**src/rtl/acc_alu_pkg.sv**
```systemverilog
package acc_alu_pkg;

  localparam int unsigned OP_W = 4;

  typedef enum logic [OP_W-1:0] {
    OP_LOAD_CONST = 4'd0,
    OP_ADD_MEM    = 4'd1,
    OP_AND_MEM    = 4'd2,
    OP_OR_MEM     = 4'd3,
    OP_XOR_MEM    = 4'd4,
    OP_EQUAL      = 4'd5,
    OP_INVERT     = 4'd6,
    OP_ROTATE     = 4'd7,
    OP_ADD_IMM    = 4'd8
  } acc_op_e;

  typedef enum logic [1:0] {
    LOGIC_AND = 2'd0,
    LOGIC_OR  = 2'd1,
    LOGIC_XOR = 2'd2,
    LOGIC_NOT = 2'd3
  } logic_fn_e;

endpackage

```
**src/rtl/acc_alu_adder.sv**
```systemverilog
module acc_alu_adder #(
  parameter int unsigned DATA_W = 24,
  parameter int unsigned IMM_W  = 16
) (
  input  logic [DATA_W-1:0] acc_a,
  input  logic [DATA_W-1:0] mem_b,
  input  logic [IMM_W-1:0]  imm_b,
  input  logic              use_imm,
  output logic [DATA_W-1:0] sum_o
);

  localparam int unsigned EXT_W = DATA_W - IMM_W;

  logic [DATA_W-1:0] imm_ext;
  logic [DATA_W-1:0] addend;

  generate
    if (EXT_W > 0) begin : g_sext
      assign imm_ext = {{EXT_W{imm_b[IMM_W-1]}}, imm_b};
    end else begin : g_trunc
      assign imm_ext = imm_b[DATA_W-1:0];
    end
  endgenerate

  always_comb begin
    addend = use_imm ? imm_ext : mem_b;
    sum_o  = acc_a + addend;
  end

endmodule

```
**src/rtl/acc_alu_logic.sv**
```systemverilog
module acc_alu_logic
  import acc_alu_pkg::*;
#(
  parameter int unsigned DATA_W = 24
) (
  input  logic [DATA_W-1:0] acc_a,
  input  logic [DATA_W-1:0] mem_b,
  input  logic_fn_e         fn,
  output logic [DATA_W-1:0] res_o
);

  always_comb begin
    unique case (fn)
      LOGIC_AND: res_o = acc_a & mem_b;
      LOGIC_OR:  res_o = acc_a | mem_b;
      LOGIC_XOR: res_o = acc_a ^ mem_b;
      default:   res_o = ~acc_a;
    endcase
  end

endmodule

```
**src/rtl/acc_alu_rotcmp.sv**
```systemverilog
module acc_alu_rotcmp #(
  parameter int unsigned DATA_W = 24
) (
  input  logic [DATA_W-1:0] acc_a,
  input  logic [DATA_W-1:0] mem_b,
  output logic [DATA_W-1:0] rot_o,
  output logic [DATA_W-1:0] eq_o
);

  genvar gi;
  generate
    for (gi = 0; gi < DATA_W; gi++) begin : g_rot
      assign rot_o[gi] = acc_a[(gi + 1) % DATA_W];
    end
  endgenerate

  logic same;
  always_comb begin
    same = (acc_a == mem_b);
    eq_o = {DATA_W{same}};
  end

endmodule

```
**src/rtl/acc_alu.sv**
```systemverilog
module acc_alu
  import acc_alu_pkg::*;
#(
  parameter int unsigned DATA_W = 24,
  parameter int unsigned ARG_W  = 20,
  parameter int unsigned IMM_W  = 16
) (
  input  logic [DATA_W-1:0] acc_in,
  input  logic [DATA_W-1:0] mem_opnd,
  input  logic [ARG_W-1:0]  instr_arg,
  input  logic [OP_W-1:0]   op_sel,
  output logic [DATA_W-1:0] acc_out,
  output logic              acc_neg
);

  localparam int unsigned PAD_W = DATA_W - ARG_W;

  logic [DATA_W-1:0] const_word;
  logic [DATA_W-1:0] sum_word;
  logic [DATA_W-1:0] logic_word;
  logic [DATA_W-1:0] rot_word;
  logic [DATA_W-1:0] eq_word;
  logic              imm_sel;
  logic_fn_e         lfn;
  acc_op_e           op;

  assign op = acc_op_e'(op_sel);

  generate
    if (PAD_W > 0) begin : g_pad
      assign const_word = {{PAD_W{1'b0}}, instr_arg};
    end else begin : g_nopad
      assign const_word = instr_arg[DATA_W-1:0];
    end
  endgenerate

  always_comb begin
    imm_sel = (op == OP_ADD_IMM);
    unique case (op)
      OP_AND_MEM: lfn = LOGIC_AND;
      OP_OR_MEM:  lfn = LOGIC_OR;
      OP_XOR_MEM: lfn = LOGIC_XOR;
      default:    lfn = LOGIC_NOT;
    endcase
  end

  acc_alu_adder #(.DATA_W(DATA_W), .IMM_W(IMM_W)) u_adder (
    .acc_a   (acc_in),
    .mem_b   (mem_opnd),
    .imm_b   (instr_arg[IMM_W-1:0]),
    .use_imm (imm_sel),
    .sum_o   (sum_word)
  );

  acc_alu_logic #(.DATA_W(DATA_W)) u_logic (
    .acc_a (acc_in),
    .mem_b (mem_opnd),
    .fn    (lfn),
    .res_o (logic_word)
  );

  acc_alu_rotcmp #(.DATA_W(DATA_W)) u_rotcmp (
    .acc_a (acc_in),
    .mem_b (mem_opnd),
    .rot_o (rot_word),
    .eq_o  (eq_word)
  );

  always_comb begin
    acc_neg = acc_in[DATA_W-1];
    case (op)
      OP_LOAD_CONST: acc_out = const_word;
      OP_ADD_MEM,
      OP_ADD_IMM:    acc_out = sum_word;
      OP_AND_MEM,
      OP_OR_MEM,
      OP_XOR_MEM,
      OP_INVERT:     acc_out = logic_word;
      OP_EQUAL:      acc_out = eq_word;
      OP_ROTATE:     acc_out = rot_word;
      default:       acc_out = acc_in;
    endcase
  end

endmodule

```
**config.mk**
```make
export PLATFORM = sky130hd
export DESIGN_NAME = acc_alu
export DESIGN_NICKNAME = d
export VERILOG_FILES = /design/src/rtl/acc_alu_pkg.sv /design/src/rtl/acc_alu_adder.sv /design/src/rtl/acc_alu_logic.sv /design/src/rtl/acc_alu_rotcmp.sv /design/src/rtl/acc_alu.sv
export SDC_FILE = /design/constraint.sdc
export NUM_CORES = 1
export LEC_CHECK = 0
export ABC_AREA = 1
export CAP_MARGIN = 10
export CORE_MARGIN = 2
export CORE_UTILIZATION = 55
export DETAILED_ROUTE_END_ITERATION = 10
export DONT_BUFFER_PORTS = 1
export PLACE_DENSITY = 0.7
export SLEW_MARGIN = 30
export SYNTH_ARGS = -nofsm -noshare
export SYNTH_HDL_FRONTEND = slang
export SYNTH_SLANG_ARGS = --single-unit
```
**constraint.sdc**
```tcl
create_clock -name vclk -period 4.1
set_input_delay 0.82 -clock vclk [all_inputs]
set_output_delay 0.82 -clock vclk [all_outputs]
set_load 0.005 [all_outputs]
```
==> results of run 1 <==
==> report_power, final <==
group	switching (mW)	internal, mW
sequential	0	0
combinational	0.339	0.183
clock	0	0
==> cells in the mapped netlist, types with 4 or more instances <==
| cell type | n |
|---|---|
| a21oi_1 | 28 |
| nor3_1 | 4 |
| nand3b_1 | 16 |
| nand3_1 | 61 |
| buf_2 | 8 |
| nand2_2 | 5 |
| ha_1 | 71 |
| o21ai_1 | 13 |
| buf_6 | 5 |
| nand4_1 | 14 |
| o22ai_1 | 15 |
| or2_2 | 12 |
| o2111ai_1 | 4 |
| buf_4 | 5 |
| o21ai_0 | 61 |
| inv_2 | 5 |
| nand2_1 | 247 |
| clkbuf_1 | 7 |
| nor2_1 | 112 |
| inv_1 | 175 |
==> metrics by stage <==
step | setup slack, ns | instances | hold slack (ns) | total power [mW]
floorplan | 0.292 | 890 | 1.72 | 0.395
global placement | 0.233 | 977 | 1.64 | 0.496
detailed placement | 0.139 | 977 | 1.64 | 0.506
CTS | 0.135 | 977 | 1.64 | 0.509
global route | 0.0553 | 977 | 1.64 | 0.591
finish | 0.264 | 977 | 1.64 | 0.522
==> timing repair <==
| action | in CTS | in global routing |
|---|---|---|
| endpoints found under the hold margin | 0 | 0 |
| gates resized for setup | 0 | 5 |
| endpoints found under the setup margin | 0 | 7 |
==> per-layer routing <==
metal | global-route usage (%) | share of wire, %
met5 | 0 | 0
met4 | 6.64 | 2.2
met2 | 55.8 | 45
met1 | 47.4 | 42
met3 | 5.59 | 11
==> worst paths after layout <==
check                      start  cells past startpoint  slack (ns)     endpoint
worst min-delay path  acc_in[23]                      0        1.64      acc_neg
worst max-delay path   op_sel[1]                     14        0.26  acc_out[16]
==> cell families after synthesis <==
| family | after synthesis |
|---|---|
| fa+ha+maj | 72 |
| simple gates | 480 |
| compound gates | 128 |
| xor+xnor | 3 |
| buf+inv | 207 |
==> layout make-up <==
class                           instances  area share, %
Multi-Input combinational cell        683           81.0
Inverter                              181           14.8
Tap cell                              105           2.87
Timing Repair Buffer                    8           1.31
==> results.sh, run 1 <==
export IMPL_die_h_microns=94.8
export IMPL_worstHoldPathType="primary input to output pin"
export IMPL_crit_path_frequent_cell="nand2_1"
export IMPL_diodes=0
export IMPL_period_share_pct=93.6
export IMPL_syn_avg_cell_area_sq_um=5.09
export IMPL_drtIter0Drc=362
export IMPL_tightest_slew_ns=0.824
export IMPL_final_hold_viol_count=0
export IMPL_synth_top_family_by_area="simple AND/OR/NAND/NOR gates"
export IMPL_syn_nets=1034
export IMPL_n_clock_buffer=0
export IMPL_slew_headroom_pct=45.0
export IMPL_synth_distinct_cells=35
export IMPL_grt_pass1_vias=5236
export IMPL_yosys_area_share_simple_pct=45.5
export IMPL_setup_tns_ns=0
export IMPL_seq_area_sq_um=0
export IMPL_yosysWarnings=0
export IMPL_core_area_sq_mm=0.00809
export IMPL_min_period_ns=3.84
export IMPL_layout_commonest_cell="nand2_1"
export IMPL_dieArea_sq_mm=0.00898
export IMPL_post_cts_buffers=0
export IMPL_io_pins=97
export IMPL_ctsHoldBuffers=0
export IMPL_synth_mux_area_share_pct=0
export IMPL_start_util_pct=56.0
export IMPL_finalNetCount=1018
export IMPL_path_buf_inv=2
export IMPL_max_freq_mhz=261
export IMPL_io_buffers=0
export IMPL_end_kind="output pin"
export IMPL_via_per_inst=5.66
export IMPL_drc_errors=0
export IMPL_max_stage_delay_ns=0.35
export IMPL_cap_violations=0
export IMPL_dpl_instance_area_sq_mm=0.00456
export IMPL_cp_required_ns=3.28
export IMPL_crit_fanout=13
export IMPL_drtPass1Iterations=7
export IMPL_outcome="complete, no violations"
export IMPL_fillers=890
export IMPL_maxSlewViolCount=0
export IMPL_route_vias_total=5532
export IMPL_fin_area_sq_mm=0.00458
export IMPL_cp_cell_sequence="nor2_4, nand2_2, buf_4, o21ai_0, ha_1, nand2_1, inv_1, a21oi_1, nor2_1, nor2_1, nand2_1, nand2_1, nand3_1, a21oi_1"
export IMPL_synthXorXnorAreaFrac_pct=0.580
export IMPL_gp_congestion=0.960
export IMPL_p_per_area_mw_per_mm2=114
export IMPL_die_x_microns=94.8
export IMPL_setup_viol=0
export IMPL_grt_pass1_wl_mm=24.7
export IMPL_wl_per_cell_microns=15.6
export IMPL_seq_cells=0
export IMPL_slowest_stage="ha_1"
export IMPL_layout_drive_gt1_share_pct=4.47
export IMPL_syn_area_sq_mm=0.00453
export IMPL_synthAdderAreaFrac_pct=20.0
export IMPL_synth_cells=890
export IMPL_synth_compound_area_share_pct=15.2
export IMPL_synth_seq_area_share_pct=0
export IMPL_rows=33
export IMPL_ant_nets=0
export IMPL_peakVddDrop_v=0.0000673
export IMPL_grt_start_max_net_pins=39
export IMPL_setup_worst_path_class="primary input to output pin"
export IMPL_area_growth_pct=0.938
export IMPL_synth_area_top_cells="nand2_1 20%, ha_1 20%, inv_1 14%"
export IMPL_rsz0062_at_grt="false"
export IMPL_yosysTopAreaCellShare_pct=20.5
export IMPL_postLayoutCoreUtil_pct=56.5
export IMPL_multi_input_area_sq_mm=0.00370
export IMPL_grt_use_total_pct=34.2
export IMPL_path_delay_family="simple AND/OR/NAND/NOR gates"
export IMPL_wl_mm=15.3
export IMPL_antenna_found_initial=0
export IMPL_grt_ovfl_total=0
export IMPL_cp_arrival_ns=3.02
export IMPL_synth_top_area_cell="nand2_1"
export IMPL_critPathLaunchType="primary input"
export IMPL_layout_common_cells="247 x nand2_1, 175 x inv_1, 112 x nor2_1"
export IMPL_leakage_nw=2.70
export IMPL_dp_hpwl_mm=12.4
Power figures use the tool's default switching activity.
==> inputs of run 2 (changes only) <==
Clock period 4.1 ns to 4.5 ns, I/O delays scaled along.
==> run 2 against run 1 <==
Core utilization fell by 0.20 points. Sequential share of layout area stayed put. Hold slack better by 0.16 ns. Wire length grew 1.2%. First-iteration DRC count is 9.1% higher. Die area stayed put. Critical path depth increased by 1. Sequential cell count unchanged. Global-route usage about the same. Non-clock buffer count unchanged.
==> results.sh, run 2 (same netlist as run 1, synthesis figures left out) <==
export IMPL_drtIter0Drc=395
export IMPL_final_hold_viol_count=0
export IMPL_cp_required_ns=3.60
export IMPL_dp_hpwl_mm=12.5
export IMPL_period_share_pct=93.4
export IMPL_grt_ovfl_total=0
export IMPL_max_stage_delay_ns=0.36
export IMPL_rows=33
export IMPL_grt_start_max_net_pins=39
export IMPL_outcome="complete, no violations"
export IMPL_drc_errors=0
export IMPL_min_period_ns=4.20
export IMPL_maxSlewViolCount=0
export IMPL_slew_headroom_pct=43.4
export IMPL_post_place_ws_ns=0.220
export IMPL_setup_tns_ns=0
export IMPL_setup_slack_ns=0.297
export IMPL_crit_fanout=14
export IMPL_crit_path_frequent_cell="nand2_1"
export IMPL_gp_congestion=0.971
export IMPL_cp_arrival_ns=3.30
export IMPL_seq_cells=0
export IMPL_start_util_pct=56.0
export IMPL_worstHoldPathType="primary input to output pin"
export IMPL_path_delay_family="simple AND/OR/NAND/NOR gates"
export IMPL_ctsHoldBuffers=0
export IMPL_final_cells=977
export IMPL_wl_per_cell_microns=15.8
export IMPL_wl_mm=15.5
export IMPL_seq_area_sq_um=0
export IMPL_grt_pass1_wl_mm=24.3
export IMPL_layout_common_cells="247 x nand2_1, 175 x inv_1, 112 x nor2_1"
export IMPL_grt_pass1_vias=5012
export IMPL_finalNetCount=1018
export IMPL_io_buffers=0
export IMPL_layout_commonest_cell="nand2_1"
export IMPL_drtPass1Iterations=5
export IMPL_slowest_stage="o21ai_0"
export IMPL_p_per_area_mw_per_mm2=103
export IMPL_cap_violations=0
export IMPL_dpl_instance_area_sq_mm=0.00456
export IMPL_route_vias_total=5426
export IMPL_postLayoutCoreUtil_pct=56.3
export IMPL_antenna_found_initial=0
export IMPL_setup_worst_path_class="primary input to output pin"
export IMPL_placed_cells=977
export IMPL_end_kind="output pin"
export IMPL_cp_cell_sequence="inv_2, nor2_2, nand2_2, buf_4, o21ai_0, fa_1, nand2_1, nand2_1, nand2_1, o21ai_1, buf_4, nand2_1, nand3b_1, nand3_1, a21oi_1"
export IMPL_die_x_microns=94.8
export IMPL_layout_drive_gt1_share_pct=4.36
export IMPL_area_growth_pct=0.580
export IMPL_rsz0062_at_grt="false"
export IMPL_setup_viol=0
export IMPL_leakage_nw=2.70
export IMPL_dieArea_sq_mm=0.00898
export IMPL_ant_nets=0
export IMPL_core_area_sq_mm=0.00809
export IMPL_hold_start="acc_in[23]"
export IMPL_max_freq_mhz=238
export IMPL_io_pins=97
export IMPL_path_buf_inv=3
export IMPL_diodes=0
export IMPL_die_h_microns=94.8
export IMPL_total_power_uw=469
export IMPL_peakVddDrop_v=0.0000770
export IMPL_worstHoldPathCells=0
export IMPL_fillers=879
export IMPL_hold_ws_ns=1.80
export IMPL_n_clock_buffer=0
export IMPL_cts_resized=0
export IMPL_hold_end="acc_neg"
export IMPL_tightest_slew_ns=0.848
export IMPL_fin_area_sq_mm=0.00456
export IMPL_via_per_inst=5.55
export IMPL_grt_use_total_pct=34.1
export IMPL_post_cts_buffers=0
export IMPL_critPathLaunchType="primary input"
[run 2: cell counts in the layout (fill, tap and decap cells not counted)]
No cell type changed its count.
[run 2: worst max-delay path by stage]
stage | start | to | depth (start not counted)
floorplan | op_sel[1] | acc_out[4] | 17
global placement | op_sel[3] | acc_out[16] | 15
detailed placement | op_sel[3] | acc_out[16] | 15
CTS | op_sel[3] | acc_out[16] | 15
global route | op_sel[3] | acc_out[16] | 15
finish | op_sel[3] | acc_out[16] | 15
[run 2: cell type report]
type | count | area, sq um | share of cell area [%]
multi-input combinational | 683 | 3690 | 80.9
inverter | 181 | 679 | 14.9
tap | 105 | 131 | 2.88
timing repair buffer | 8 | 60.1 | 1.32
[run 2: per-layer routing]
layer,global-route usage (%),share of wire [%],up-vias
li1,-,-,2753
met5,0,0,-
met4,5.56,1.8,0
met3,5.03,11,22
met1,48.9,44,2380
met2,54.7,43,271
[run 2: power by group]
part	internal (mW)	total, mW	switching [mW]
clock	0	0	0
sequential	0	0	0
combinational	0.164	0.469	0.305
==> inputs of run 3 (changes only) <==
--- a/config.mk
+++ b/config.mk
@@ -8,2 +8,3 @@
 export ABC_AREA = 1
+export BUFFER_PORTS_ARGS = -buffer_cell sky130_fd_sc_hd__clkbuf_2
 export CAP_MARGIN = 10
@@ -12,4 +13,3 @@
 export DETAILED_ROUTE_END_ITERATION = 10
-export DONT_BUFFER_PORTS = 1
-export PLACE_DENSITY = 0.7
+export PLACE_DENSITY = 0.8
 export SLEW_MARGIN = 30
==> constraint.sdc (replaced) <==
create_clock -name vclk -period 4.5
set_input_delay 0.9 -clock vclk [all_inputs]
set_output_delay 0.9 -clock vclk [all_outputs]
set_load 0.01 [all_outputs]
==> run 3 against run 2 <==
Non-clock buffer count is 98 higher. Wire length is 3.2% lower. Hold slack better by 0.27 ns. Via count rose by 7.9%. Sequential share of layout area unchanged. Die area is the same. Worst setup slack got worse by 0.13 ns. Final area increased by 12%. Cell count is 10% higher. Largest cell class unchanged.
==> results.sh, run 3 (same netlist as run 1, synthesis figures left out) <==
export IMPL_dp_hpwl_mm=12.2
export IMPL_grt_start_max_net_pins=39
export IMPL_placed_cells=1075
export IMPL_wl_per_cell_microns=13.9
export IMPL_core_area_sq_mm=0.00809
export IMPL_rows=33
export IMPL_p_per_area_mw_per_mm2=111
export IMPL_ctsHoldBuffers=0
export IMPL_grt_busiest_layer="met2"
export IMPL_n_clock_buffer=0
export IMPL_cp_arrival_ns=3.43
export IMPL_grt_pass1_wl_mm=23.8
export IMPL_ant_nets=0
export IMPL_dieArea_sq_mm=0.00898
export IMPL_layout_drive_gt1_share_pct=14.8
export IMPL_min_period_ns=4.33
export IMPL_global_route_usage_met3_pct=4.31
export IMPL_start_util_pct=56.0
export IMPL_area_growth_pct=12.3
export IMPL_cp_required_ns=3.60
export IMPL_gp_congestion=1.01
export IMPL_fillers=878
export IMPL_die_x_microns=94.8
export IMPL_worstHoldPathType="primary input to output pin"
export IMPL_wl_mm=15.0
export IMPL_seq_cells=0
export IMPL_tightest_slew_ns=0.870
export IMPL_critPathLaunchType="primary input"
export IMPL_drtIter0Drc=448
export IMPL_outcome="complete, no violations"
export IMPL_end_kind="output pin"
export IMPL_cap_violations=0
export IMPL_diodes=0
export IMPL_finalNetCount=1116
export IMPL_max_freq_mhz=231
export IMPL_final_hold_viol_count=0
export IMPL_layout_commonest_cell="nand2_1"
export IMPL_final_cells=1075
export IMPL_antenna_found_initial=0
export IMPL_drtPass1Iterations=5
export IMPL_slew_headroom_pct=41.8
export IMPL_route_vias_total=5853
export IMPL_leakage_nw=3.11
export IMPL_setup_worst_path_class="primary input to output pin"
export IMPL_grt_ovfl_total=0
export IMPL_drc_errors=0
export IMPL_seq_area_sq_um=0
export IMPL_setup_viol=0
export IMPL_gr_usage_met1_pct=46.5
export IMPL_rsz0062_at_grt="true"
export IMPL_period_share_pct=96.2
export IMPL_io_pins=97
export IMPL_io_buffers=97
export IMPL_crit_fanout=8
export IMPL_die_h_microns=94.8
export IMPL_layout_common_cells="247 x nand2_1, 175 x inv_1, 111 x nor2_1"
export IMPL_grt_pass1_vias=5013
export IMPL_fin_area_sq_mm=0.00509
export IMPL_dpl_instance_area_sq_mm=0.00505
export IMPL_grt_use_total_pct=32.7
export IMPL_grtUsageMet2_pct=53.4
export IMPL_maxSlewViolCount=0
export IMPL_via_per_inst=5.44
export IMPL_peakVddDrop_v=0.0000533
## run 3: where the power goes
group / switching, mW / internal (mW) / total, mW
Combinational: 0.360 / 0.203 / 0.563
Clock: 0 / 0 / 0
Sequential: 0 / 0 / 0
## run 3: per-layer routing
| layer | wire length [microns] | share of wire (%) | vias to the layer above |
|---|---|---|---|
| li1 | - | - | 2959 |
| met3 | 1550 | 10 | 25 |
| met1 | 6580 | 44 | 2587 |
| met5 | 0 | 0 | - |
| met4 | 271 | 1.8 | 0 |
| met2 | 6550 | 44 | 282 |
## run 3: layout make-up
cell class | instances | area, sq um | area share (%)
multi-input combinational | 683 | 3730 | 73.2
tap | 105 | 131 | 2.58
inverter | 181 | 679 | 13.3
timing repair buffer | 106 | 553 | 10.9
## run 3: final timing paths
kind | start | end | slack, ns | cells past startpoint
min | acc_in[23] | acc_neg | 2.07 | 2
max | op_sel[3] | acc_out[18] | 0.17 | 16
## run 3: stage by stage
step / worst slack [ns] / TNS (ns) / power [mW] / util [%] / hold WS (ns)
CTS: 0.136 / 0 / 0.546 / 62.4 / 2.07
floorplan: 0.462 / 0 / 0.370 / - / 1.89
detailed placement: 0.143 / 0 / 0.543 / 62.4 / 2.07
global route: -0.00270 / -0.00270 / 0.632 / 62.9 / 2.09
finish: 0.171 / 0 / 0.563 / 62.9 / 2.07
global placement: 0.231 / 0 / 0.539 / 62.4 / 2.07
## run 3: critical path: stages
cell      delay (ns)
clkbuf_2        0.17
inv_2           0.06
nor2_2          0.14
nand2_2         0.11
inv_1           0.22
o21ai_0         0.15
ha_1            0.39
nand2_1         0.11
nor2_2          0.21
nand3_1         0.11
nand3_1         0.20
nand2_1         0.13
nand3_1         0.09
nand3_1         0.11
a21oi_1         0.17
clkbuf_2        0.15
## run 3: timing repair
item / CTS / global route
gates resized for setup: 0 / 15
buffers inserted: 0 / 0
setup endpoints to repair: 0 / 11
